$ cat src/rtl/dau_pkg.sv
package dau_pkg;

   typedef enum logic [2:0] {
      DAU_PACK_ADD  = 3'd0,
      DAU_PACK_SUB  = 3'd1,
      DAU_UNPK_ADD  = 3'd2,
      DAU_UNPK_SUB  = 3'd3,
      DAU_MUL_SPLIT = 3'd4,
      DAU_DIV_JOIN  = 3'd5,
      DAU_RSVD6     = 3'd6,
      DAU_RSVD7     = 3'd7
   } dau_op_e;

endpackage

$ cat src/rtl/dau_packed_adj.sv
module dau_packed_adj #(
   parameter int DIGIT_W = 4,
   parameter int RADIX   = 10,
   parameter bit IS_SUB  = 1'b0
) (
   input  logic [2*DIGIT_W-1:0] lo_i,
   input  logic                 cy_i,
   input  logic                 hc_i,
   output logic [2*DIGIT_W-1:0] lo_o,
   output logic                 cy_o,
   output logic                 hc_o
);
   localparam int BYTE_W = 2 * DIGIT_W;
   localparam logic [DIGIT_W-1:0] DIG_MAX  = DIGIT_W'(RADIX - 1);
   localparam logic [BYTE_W-1:0]  LO_CORR  = BYTE_W'((1 << DIGIT_W) - RADIX);
   localparam logic [BYTE_W-1:0]  HI_CORR  = BYTE_W'(((1 << DIGIT_W) - RADIX) << DIGIT_W);
   // add: both digits at their maximum; subtract: top digit at its maximum, any low nibble
   localparam logic [BYTE_W-1:0]  ADD_LIM  = BYTE_W'(((RADIX - 1) << DIGIT_W) + (RADIX - 1));
   localparam logic [BYTE_W-1:0]  SUB_LIM  = BYTE_W'(((RADIX - 1) << DIGIT_W) + ((1 << DIGIT_W) - 1));

   if (DIGIT_W < 2) begin : g_bad_width
      $error("dau_packed_adj: DIGIT_W must be at least 2");
   end
   if (RADIX < 2 || RADIX >= (1 << DIGIT_W)) begin : g_bad_radix
      $error("dau_packed_adj: RADIX must lie in 2 .. 2**DIGIT_W-1");
   end

   logic                lo_fix;
   logic                hi_fix;
   logic [BYTE_W-1:0]   stage;

   assign lo_fix = (lo_i[DIGIT_W-1:0] > DIG_MAX) || hc_i;

   if (IS_SUB) begin : g_sub
      assign hi_fix = (lo_i > SUB_LIM) || cy_i;
      assign stage  = lo_fix ? (lo_i - LO_CORR) : lo_i;
      assign lo_o   = hi_fix ? (stage - HI_CORR) : stage;
   end else begin : g_add
      assign hi_fix = (lo_i > ADD_LIM) || cy_i;
      assign stage  = lo_fix ? (lo_i + LO_CORR) : lo_i;
      assign lo_o   = hi_fix ? (stage + HI_CORR) : stage;
   end

   assign hc_o = lo_fix;
   assign cy_o = hi_fix;

   always_comb begin
      // with no low correction the low nibble is untouched
      if (!hc_o) begin
         p_low_kept_r1: assert (lo_o[DIGIT_W-1:0] == lo_i[DIGIT_W-1:0])
            else $error("low nibble changed without correction");
      end
      // an incoming carry always survives the correction
      if (cy_i) begin
         p_carry_kept_r2: assert (cy_o)
            else $error("incoming carry dropped");
      end
      // no flags and no correction means the byte passes unchanged
      if (!cy_o && !hc_o) begin
         p_no_fix_same_r4: assert (lo_o == lo_i)
            else $error("byte changed with no correction");
      end
   end

endmodule

$ cat src/rtl/dau_unpacked_adj.sv
module dau_unpacked_adj #(
   parameter int DIGIT_W = 4,
   parameter int RADIX   = 10,
   parameter bit IS_SUB  = 1'b0
) (
   input  logic [2*DIGIT_W-1:0] hi_i,
   input  logic [2*DIGIT_W-1:0] lo_i,
   input  logic                 hc_i,
   output logic [2*DIGIT_W-1:0] hi_o,
   output logic [2*DIGIT_W-1:0] lo_o,
   output logic                 fix_o
);
   localparam int BYTE_W = 2 * DIGIT_W;
   localparam logic [DIGIT_W-1:0] DIG_MAX = DIGIT_W'(RADIX - 1);
   localparam logic [BYTE_W-1:0]  LO_CORR = BYTE_W'((1 << DIGIT_W) - RADIX);
   localparam logic [BYTE_W-1:0]  ONE     = BYTE_W'(1);

   if (RADIX < 2 || RADIX >= (1 << DIGIT_W)) begin : g_bad_radix
      $error("dau_unpacked_adj: RADIX must lie in 2 .. 2**DIGIT_W-1");
   end

   logic              fix;
   logic [BYTE_W-1:0] stage;

   assign fix = (lo_i[DIGIT_W-1:0] > DIG_MAX) || hc_i;

   if (IS_SUB) begin : g_sub
      assign stage = fix ? (lo_i - LO_CORR) : lo_i;
      assign hi_o  = fix ? (hi_i - ONE) : hi_i;
   end else begin : g_add
      assign stage = fix ? (lo_i + LO_CORR) : lo_i;
      assign hi_o  = fix ? (hi_i + ONE) : hi_i;
   end

   assign lo_o  = {{DIGIT_W{1'b0}}, stage[DIGIT_W-1:0]};
   assign fix_o = fix;

   always_comb begin
      p_hi_nib_clear_r8: assert (lo_o[BYTE_W-1:DIGIT_W] == '0)
         else $error("upper nibble of unpacked digit not cleared");
      // high byte moves by exactly the correction indicator
      if (IS_SUB) begin
         p_borrow_hi_r7: assert (BYTE_W'(hi_i - hi_o) == BYTE_W'(fix_o))
            else $error("high byte borrow mismatch");
      end else begin
         p_carry_hi_r6: assert (BYTE_W'(hi_o - hi_i) == BYTE_W'(fix_o))
            else $error("high byte carry mismatch");
      end
      if (!hc_i) begin
         p_digit_valid_r8: assert (lo_o[DIGIT_W-1:0] <= DIG_MAX)
            else $error("corrected digit out of range");
      end
   end

endmodule

$ cat src/rtl/dau_radix_adj.sv
module dau_radix_adj #(
   parameter int DIGIT_W = 4,
   parameter int RADIX   = 10
) (
   input  logic [2*DIGIT_W-1:0] hi_i,
   input  logic [2*DIGIT_W-1:0] lo_i,
   output logic [2*DIGIT_W-1:0] split_hi_o,
   output logic [2*DIGIT_W-1:0] split_lo_o,
   output logic [2*DIGIT_W-1:0] join_o
);
   localparam int BYTE_W = 2 * DIGIT_W;
   localparam logic [BYTE_W-1:0] RAD = BYTE_W'(RADIX);

   if (RADIX < 2 || RADIX >= (1 << DIGIT_W)) begin : g_bad_radix
      $error("dau_radix_adj: RADIX must lie in 2 .. 2**DIGIT_W-1");
   end

   assign split_hi_o = lo_i / RAD;
   assign split_lo_o = lo_i % RAD;
   assign join_o     = BYTE_W'(hi_i * RAD) + lo_i;

   always_comb begin
      p_split_exact_r9: assert ((2*BYTE_W)'(split_hi_o) * (2*BYTE_W)'(RADIX)
                                + (2*BYTE_W)'(split_lo_o) == (2*BYTE_W)'(lo_i))
         else $error("split does not recompose");
      p_split_digit_r9: assert (split_lo_o < RAD)
         else $error("units digit out of range");
   end

endmodule

$ cat src/rtl/decimal_adjust_unit.sv
module decimal_adjust_unit #(
   parameter int DIGIT_W = 4,
   parameter int RADIX   = 10
) (
   input  logic [2:0]             op_i,
   input  logic [4*DIGIT_W-1:0]   acc_i,
   input  logic                   cy_i,
   input  logic                   hc_i,
   output logic [4*DIGIT_W-1:0]   acc_o,
   output logic                   cy_o,
   output logic                   hc_o
);
   import dau_pkg::*;

   localparam int BYTE_W = 2 * DIGIT_W;

   logic [BYTE_W-1:0] hi_in, lo_in;
   assign hi_in = acc_i[2*BYTE_W-1:BYTE_W];
   assign lo_in = acc_i[BYTE_W-1:0];

   logic [BYTE_W-1:0] pa_lo, ps_lo;
   logic              pa_cy, pa_hc, ps_cy, ps_hc;
   logic [BYTE_W-1:0] ua_hi, ua_lo, us_hi, us_lo;
   logic              ua_fix, us_fix;
   logic [BYTE_W-1:0] sp_hi, sp_lo, jn_lo;

   dau_packed_adj #(.DIGIT_W(DIGIT_W), .RADIX(RADIX), .IS_SUB(1'b0)) u_pack_add (
      .lo_i(lo_in), .cy_i(cy_i), .hc_i(hc_i),
      .lo_o(pa_lo), .cy_o(pa_cy), .hc_o(pa_hc)
   );

   dau_packed_adj #(.DIGIT_W(DIGIT_W), .RADIX(RADIX), .IS_SUB(1'b1)) u_pack_sub (
      .lo_i(lo_in), .cy_i(cy_i), .hc_i(hc_i),
      .lo_o(ps_lo), .cy_o(ps_cy), .hc_o(ps_hc)
   );

   dau_unpacked_adj #(.DIGIT_W(DIGIT_W), .RADIX(RADIX), .IS_SUB(1'b0)) u_unpk_add (
      .hi_i(hi_in), .lo_i(lo_in), .hc_i(hc_i),
      .hi_o(ua_hi), .lo_o(ua_lo), .fix_o(ua_fix)
   );

   dau_unpacked_adj #(.DIGIT_W(DIGIT_W), .RADIX(RADIX), .IS_SUB(1'b1)) u_unpk_sub (
      .hi_i(hi_in), .lo_i(lo_in), .hc_i(hc_i),
      .hi_o(us_hi), .lo_o(us_lo), .fix_o(us_fix)
   );

   dau_radix_adj #(.DIGIT_W(DIGIT_W), .RADIX(RADIX)) u_radix (
      .hi_i(hi_in), .lo_i(lo_in),
      .split_hi_o(sp_hi), .split_lo_o(sp_lo), .join_o(jn_lo)
   );

   always_comb begin
      acc_o = acc_i;
      cy_o  = cy_i;
      hc_o  = hc_i;
      unique case (dau_op_e'(op_i))
         DAU_PACK_ADD: begin
            acc_o = {hi_in, pa_lo};
            cy_o  = pa_cy;
            hc_o  = pa_hc;
         end
         DAU_PACK_SUB: begin
            acc_o = {hi_in, ps_lo};
            cy_o  = ps_cy;
            hc_o  = ps_hc;
         end
         DAU_UNPK_ADD: begin
            acc_o = {ua_hi, ua_lo};
            cy_o  = ua_fix;
            hc_o  = ua_fix;
         end
         DAU_UNPK_SUB: begin
            acc_o = {us_hi, us_lo};
            cy_o  = us_fix;
            hc_o  = us_fix;
         end
         DAU_MUL_SPLIT: acc_o = {sp_hi, sp_lo};
         DAU_DIV_JOIN:  acc_o = {{BYTE_W{1'b0}}, jn_lo};
         DAU_RSVD6, DAU_RSVD7: ;
         default: ;
      endcase
   end

   always_comb begin
      if (op_i == 3'd0 || op_i == 3'd1) begin
         p_pack_hi_kept_r5: assert (acc_o[2*BYTE_W-1:BYTE_W] == hi_in)
            else $error("packed correction touched high byte");
      end
      if (op_i == 3'd2 || op_i == 3'd3) begin
         p_unpk_flags_eq_r8: assert (cy_o == hc_o)
            else $error("unpacked flags differ");
      end
      if (op_i == 3'd4 || op_i == 3'd5) begin
         p_flags_pass_r11: assert (cy_o == cy_i && hc_o == hc_i)
            else $error("flags changed by multiply/divide correction");
      end
      if (op_i == 3'd5) begin
         p_div_hi_zero_r10: assert (acc_o[2*BYTE_W-1:BYTE_W] == '0)
            else $error("high byte not cleared");
      end
      if (op_i[2:1] == 2'b11) begin
         p_rsvd_pass_r12: assert (acc_o == acc_i && cy_o == cy_i && hc_o == hc_i)
            else $error("reserved op altered state");
      end
   end

endmodule

$ cat config.mk
export PLATFORM = sky130hd
export DESIGN_NAME = decimal_adjust_unit
export DESIGN_NICKNAME = d
export VERILOG_FILES = /design/src/rtl/dau_pkg.sv /design/src/rtl/dau_packed_adj.sv /design/src/rtl/dau_unpacked_adj.sv /design/src/rtl/dau_radix_adj.sv /design/src/rtl/decimal_adjust_unit.sv
export SDC_FILE = /design/constraint.sdc
export NUM_CORES = 1
export LEC_CHECK = 0
export ABC_CLOCK_PERIOD_IN_PS = 6500
export BUFFER_PORTS_ARGS = -buffer_cell sky130_fd_sc_hd__buf_4
export CAP_MARGIN = 20
export CORE_UTILIZATION = 51
export DETAILED_ROUTE_END_ITERATION = 10
export PLACE_DENSITY = 0.83
export RECOVER_POWER = 50
export SETUP_SLACK_MARGIN = 0.5
export SYNTH_ARGS = -nofsm -noshare
export SYNTH_HDL_FRONTEND = slang
export SYNTH_SLANG_ARGS = --single-unit
$ cat constraint.sdc
create_clock -name vclk -period 6.5
set_clock_uncertainty 0.1 [all_clocks]
set_input_delay 1.625 -clock vclk [all_inputs]
set_output_delay 1.625 -clock vclk [all_outputs]
set_load 0.02 [all_outputs]
==> summary.txt, run 1 <==
Cells and area
  – Design area: 0.00251 sq mm
  – NumNets Final: 416
  – Layout cells sized above 1: 12.1%
  – # clk buffers: 0
  – Syn-to-layout area delta: 8.83%
  – Seq Cell Count: 0
  – FF/Latch Area: 0 sq um
  – Antenna diodes: 0

Synth
  – Syn Inst Count: 365
  – Post-synth top area share: roughly 11%
  – Largest family of logic cells by synthesized area: compound AO/OA/AOI/OAI gates
  – Post-Synth Adder-Cell Area: roughly an eighth
  – Post-Synth XOR/XNOR Area: 8.35%
  – Compound-cell area share of the yosys netlist: 39.6%
  – Post-synth top area cell: ha_1
  – Register area share after synthesis: 0%
  – Top cells by area, synth: ha_1 (11%), a21oi_1 (8.5%), xnor2_1 (6.8%)
  – Synthesized area per cell: 6.32 sq um
  – Library cells used by synthesis: 65
  – Post-synthesis mux area share: 2.17%
  – Mapped Nets: 408
  – Most numerous cell in the Yosys netlist: a21oi_1
  – Syn Std Cell Area: between 0.002 and 0.0025 sq mm
  – Ys Warns: 0
  – Top post-synthesis cells by count: a21oi_1 (39), nor2_1 (31), o21ai_0 (25), nand2_1 (24), ha_1 (20)
  – Post-synthesis simple-gate area fraction: a little over a quarter

Global routing
  – GRT Residual Overflow: 0
  – GRT Util Overall: 28.4%
  – Largest net degree at the start of global routing: 41
  – Vias in the first global route: 2482
  – First-pass GRT wire length: 11.8 mm
  – Initial antenna violation count: 0

Floorplanning
  – Die H: ~69 microns
  – Die width: 69.3 microns
  – Ports: 39
  – Total die area: 0.00480 sq mm
  – Num rows: 24
  – Initial Util: a little over half
  – Total core area: 0.00435 sq mm

Placed design
  – HPWL Detailed: 4.95 mm
  – Routability Congestion: 0.953
  – Post-DP Area: between 0.002 and 0.003 sq mm
  – Port bufs: 39

Power and ir drop
  – Final Power: 241 uW
  – Switching Share: 59.1%
  – Static leakage: between 0.9 and 1 nW
  – Switching pwr: 142 uW
  – Clock share of power: 0%
  – Worst ir drop on vdd: 0.0000585 V
  – Seq pwr share: 0%
  – Combinational Power Share: 100.0%
  – Internal: 98.5 uW
  – Power Dens Cells: 95.8 mW/mm^2

Setup path
  – CP arrival: 4.17 ns
  – Crit-path leading delay family: compound AO/OA/AOI/OAI gates
  – Worst Path Required: 4.78 ns
  – Crit. End Element: output port
  – Crit path buf inv count: 2
  – Crit start category: input pin
  – WS Path Type: in -> out
  – Maximum fanout along the worst path: 24
  – Critical path's slowest cell: o21ai_0
  – Crit-path cells: buf_4 -> o21ai_0 -> nor2_1 -> xnor2_1 -> ha_1 -> nor3b_1 -> a21oi_1 -> o31ai_1 -> xor2_1 -> o22ai_1 -> a211oi_1 -> a21oi_1 -> buf_4
  – Slowest stage delay, CP: 0.70 ns

Timing
  – Relative slew slack: 42.5%
  – Fmax: between 150 and 200 MHz
  – RSZ-0062 raised after global routing: yes
  – Slew of the pin with the lowest slew margin: ~0.85 ns
  – Setup TNS: 0 ns
  – Period Utilization, post-route: between 90% and 100%
  – Slew Limit Fails: 0
  – Final min period: approximately 5.9 ns
  – # setup viols final: 0
  – Final Hold Viols: 0

Drt
  – Antenna Nets Post-Route: 0
  – DR pass1 iterations: 5
  – Vias/cell: 6.70
  – Vias: 2832
  – Total wire length: approximately 7 mm
  – Drc violations: 0
  – Drt initial violations: 299
  – Routed WL per cell: 16.2 microns

Clock tree
  – Hold_buf cts: 0

Min path
  – Min-delay worst type: in -> out

Outcome
  – Status: complete, no violations

Run
  – Max Cap Violations: 0
logic make-up after synthesis:
| group | Yosys count |
|---|---|
| adder cells (fa/ha/maj) | 23 |
| AND/OR/NAND/NOR | 120 |
| AO/OA/AOI/OAI | 143 |
| multiplexers | 5 |
| buffers and inverters | 52 |
| XOR/XNOR | 22 |
metrics by stage:
| step | hold WS (ns) | setup slack, ns | cells | utilization (%) |
|---|---|---|---|---|
| CTS | 3.37 | 0.584 | 422 | 57.9 |
| detailed placement | 3.37 | 0.586 | 422 | 57.9 |
| global placement | 3.37 | 0.679 | 422 | 57.9 |
| finish | 3.42 | 0.602 | 423 | 57.7 |
| global route | 3.43 | 0.382 | 423 | 57.7 |
| floorplan | 3.29 | 0.748 | 365 | - |
power groups by stage:
stage	Combinational, mW	Sequential [mW]	Clock [mW]
final	0.241	0	0
after floorplan	0.175	0	0
after CTS	0.237	0	0
after detailed placement	0.236	0	0
after global placement	0.232	0	0
after global routing	0.265	0	0
metal layers:
layer	share of wire (%)	global-route usage [%]	wire, microns	vias up
met2	46	44.8	3130	123
li1	-	-	-	1374
met4	1.1	4.99	72	0
met3	6.6	1.16	450	8
met1	47	43.0	3180	1327
met5	0	0	0	-
path summary, 6_finish.rpt:
path	slack [ns]	from	depth (start not counted)	end
max	0.60	acc_i[2]	13	acc_o[7]
min	3.42	acc_i[0]	2	acc_o[0]
cell type report:
cell class                      count  area [sq um]
Multi-Input combinational cell    313          2100
Timing Repair Buffer               42           289
Tap cell                           52          65.1
Fill cell                         419          1840
Inverter                           16          60.1
what timing repair did:
item                                    CTS  global route
gates resized for setup                   0             3
hold endpoints to repair                  0             0
setup buffers                             0             1
endpoints found under the setup margin    0             1
layout by cell type, fill, tap and decap left out, types with 6 or more instances in the layout:
cell type  netlist  layout
nor3_1          15      15
a31oi_1          8       8
ha_1            20      19
o22ai_1          7       7
nand2b_1         6       6
clkbuf_1        19       7
buf_4            0      35
xnor2_1         18      18
nand2_1         24      24
o21ai_0         25      25
nand3_1          9       9
nor2_1          31      31
o211ai_1        11      11
a21oi_1         39      39
inv_1           15      15
o21ai_1          9       9
o221ai_1         6       6
(Power assumes the default switching activity.)
==> run 2, diff against run 1 <==
- PLACE_DENSITY: 0.83 -> 0.81
- SYNTH_HIERARCHICAL: unset -> 1
==> run 2 against run 1 <==
Compared with the run above: global-route usage shrank 2.3 points; final area is 34% higher; routed wire length is 22% higher; total power increased by 34%; clock-buffer cell count stayed put; synthesized cell count is 19% higher; final cell count increased by 22%; flip-flop and latch count unchanged; largest cell class unchanged.
==> summary.txt, run 2 <==
Outcome
  – Status: complete, no violations

Setup path
  – Worst Path Required: 4.78 ns (about the same)
  – WS Path Type: in -> out
  – Crit path buf inv count: 3 (+1)
  – Maximum fanout along the worst path: 24 (unchanged)
  – CP Launch Point: acc_i[2]
  – Slowest stage delay, CP: 0.49 ns (-0.21 ns)
  – Crit-path leading delay family: compound AO/OA/AOI/OAI gates
  – Crit start category: input pin
  – CP arrival: 4.26 ns (+0.09 ns)
  – Critical path's slowest cell: clkbuf_1
  – Crit. End Element: output port
  – Crit-path cells: buf_6 -> clkbuf_1 -> nand3b_1 -> and3_1 -> o21ai_1 -> o211ai_1 -> a21oi_1 -> o22ai_1 -> mux2_2 -> a32oi_1 -> a22oi_1 -> buf_4

Global routing
  – GRT Residual Overflow: 0 (unchanged)
  – Largest net degree at the start of global routing: 38 (-7.3%)
  – GRT Util Overall: 26.1% (-2.3 points)
  – Initial antenna violation count: 0 (unchanged)
  – Vias in the first global route: 2903 (+17%)
  – First-pass GRT wire length: 13.9 mm (+18%)

Synth
  – Syn Inst Count: 433 (+19%)
  – Register area share after synthesis: 0% (unchanged)
  – Ys Warns: 6 (+6)
  – Library cells used by synthesis: 75 (+15%)
  – Post-synth top area cell: ha_1
  – Most numerous cell in the Yosys netlist: nor2_1
  – Top cells by area, synth: ha_1 (9.1%), xnor2_1 (8.0%), buf_4 (6.2%)
  – Top post-synthesis cells by count: nor2_1 (32), a21oi_1 (29), xnor2_1 (29), inv_1 (27), buf_4 (26)
  – Syn Std Cell Area: 0.00316 sq mm (+37%)
  – Post-synth top area share: 9.12% (-1.7 points)
  – Synthesized area per cell: 7.29 sq um (+15%)

Cells and area
  – Seq Cell Count: 0 (unchanged)
  – Utilization after layout: 56.7% (-1.0 points)
  – Fillers: 547 (+31%)
  – Commonest cells after routing, fill and taps aside: nor2_1 (32), buf_4 (32), a21oi_1 (29), xnor2_1 (29), inv_1 (26)
  – # clk buffers: 0 (unchanged)
  – Design area: 0.00338 sq mm (+34%)
  – NumNets Final: 488 (+17%)
  – Post-route insts no fill: 515 (+22%)
  – FF/Latch Area: 0 sq um (unchanged)
  – Layout cells sized above 1: 16.8% (+4.7 points)
  – Antenna diodes: 0 (unchanged)
  – Syn-to-layout area delta: 6.98%

Floorplanning
  – Num rows: 28 (+17%)
  – Ports: 39 (unchanged)
  – Die H: 80.7 microns (+16%)
  – Die width: 80.7 microns (+16%)
  – Total core area: 0.00596 sq mm (+37%)
  – Initial Util: 53.0% (about the same)
  – Total die area: 0.00651 sq mm (+36%)

Power and ir drop
  – Static leakage: 1.44 nW (+48%)
  – Final Power: 322 uW (+34%)
  – Worst ir drop on vdd: 0.0000697 V (+19%)
  – Power Dens Cells: 95.5 mW/mm^2 (-0.37%)

Drt
  – DR pass1 iterations: 5 (unchanged)
  – Drt initial violations: 336 (+12%)
  – Routed WL per cell: 16.2 microns (+0.30%)
  – Vias: 3236 (+14%)
  – Total wire length: 8.35 mm (+22%)
  – Vias/cell: 6.28 (-6.1%)
  – Drc violations: 0 (unchanged)
  – Antenna Nets Post-Route: 0 (unchanged)

Timing
  – Worst setup margin: 0.520 ns (-0.0821 ns)
  – # setup viols final: 0 (unchanged)
  – RSZ-0062 raised after global routing: yes
  – Fmax: 167 MHz (-1.4%)
  – Final min period: 5.98 ns (+0.0821 ns)
  – Slew of the pin with the lowest slew margin: 0.986 ns (+0.132 ns)
  – Min Hold Slack: 3.54 ns (+0.114 ns)
  – Setup TNS: 0 ns (unchanged)
  – Final Hold Viols: 0 (unchanged)
  – Relative slew slack: 34.2% (-8.2 points)
  – Period Utilization, post-route: 92.0% (+1.3 points)
  – Slew Limit Fails: 0 (unchanged)

Placed design
  – Post-DP Area: 0.00327 sq mm (+30%)
  – Post-Place Cells: 511 (+21%)
  – Routability Congestion: 0.922 (-3.3%)
  – Dpl ws: 0.394 ns (-0.192 ns)
  – Port bufs: 39 (unchanged)
  – HPWL Detailed: 5.78 mm (+17%)

Run
  – Max Cap Violations: 0 (unchanged)

Min path
  – Hold path start: cy_i
  – Min-delay worst type: in -> out

Clock tree
  – Hold_buf cts: 0 (unchanged)
## run 2: cell types whose count changed after synthesis, moves of 7 or more
| cell | previous run | this run |
|---|---|---|
| buf_4 | 0 | 26 |
| clkbuf_1 | 19 | 2 |
| inv_1 | 15 | 27 |
| mux2i_1 | 5 | 16 |
| xnor2_1 | 18 | 29 |
| a21oi_1 | 39 | 29 |
| nor2b_1 | 3 | 13 |
| a22oi_1 | 1 | 10 |
| a221o_1 | 0 | 8 |
| a22o_1 | 0 | 8 |
| nand3_1 | 9 | 1 |
| xor2_1 | 4 | 12 |
| mux2_2 | 0 | 7 |
| o211ai_1 | 11 | 4 |
## run 2: timing repair
action / CTS / global route
buffers inserted: 0 / 4
pin swaps: 0 / 1
cloned: 0 / 0
gates resized for setup: 6 / 16
setup endpoints to repair: 2 / 4
## run 2: worst paths after layout
kind	end	slack, ns	depth (start not counted)
max	acc_o[1]	0.52	12
min	cy_o	3.54	3
## run 2: per-layer routing
layer | vias up | GRT usage, % | routed length, microns
met5 | - | 0 | 0
met4 | 0 | 4.64 | 92
met3 | 10 | 0.682 | 366
met2 | 101 | 43.9 | 4100
met1 | 1559 | 36.9 | 3790
li1 | 1566 | - | -
## run 2: area by class of cell
class                           instances  area, sq um  share of cell area [%]
Inverter                               30          116                    3.45
Multi-Input combinational cell        365         2820                    83.6
Tap cell                               75         93.8                    2.78
Timing Repair Buffer                   45          343                    10.2
## run 2: logic make-up (layout without fill, tap and decap cells)
logic type / Yosys count / count (layout) / synth area share [%]
AOI/OAI and AO/OA: 134 / 134 / 29.7
and+or+nand+nor: 122 / 122 / 21.8
buffers and inverters: 78 / 75 / 13.7
xor gates and xnor gates: 42 / 42 / 12.1
muxes: 29 / 29 / 11.9
adders and majority gates: 25 / 25 / 10.4
other: 3 / 13 / 0.357
## run 2: power breakdown
group	internal, mW	total [mW]	leakage (nW)	switching (mW)
Clock	0	0	0	0
Combinational	0.144	0.322	1.44	0.178
Sequential	0	0	0	0
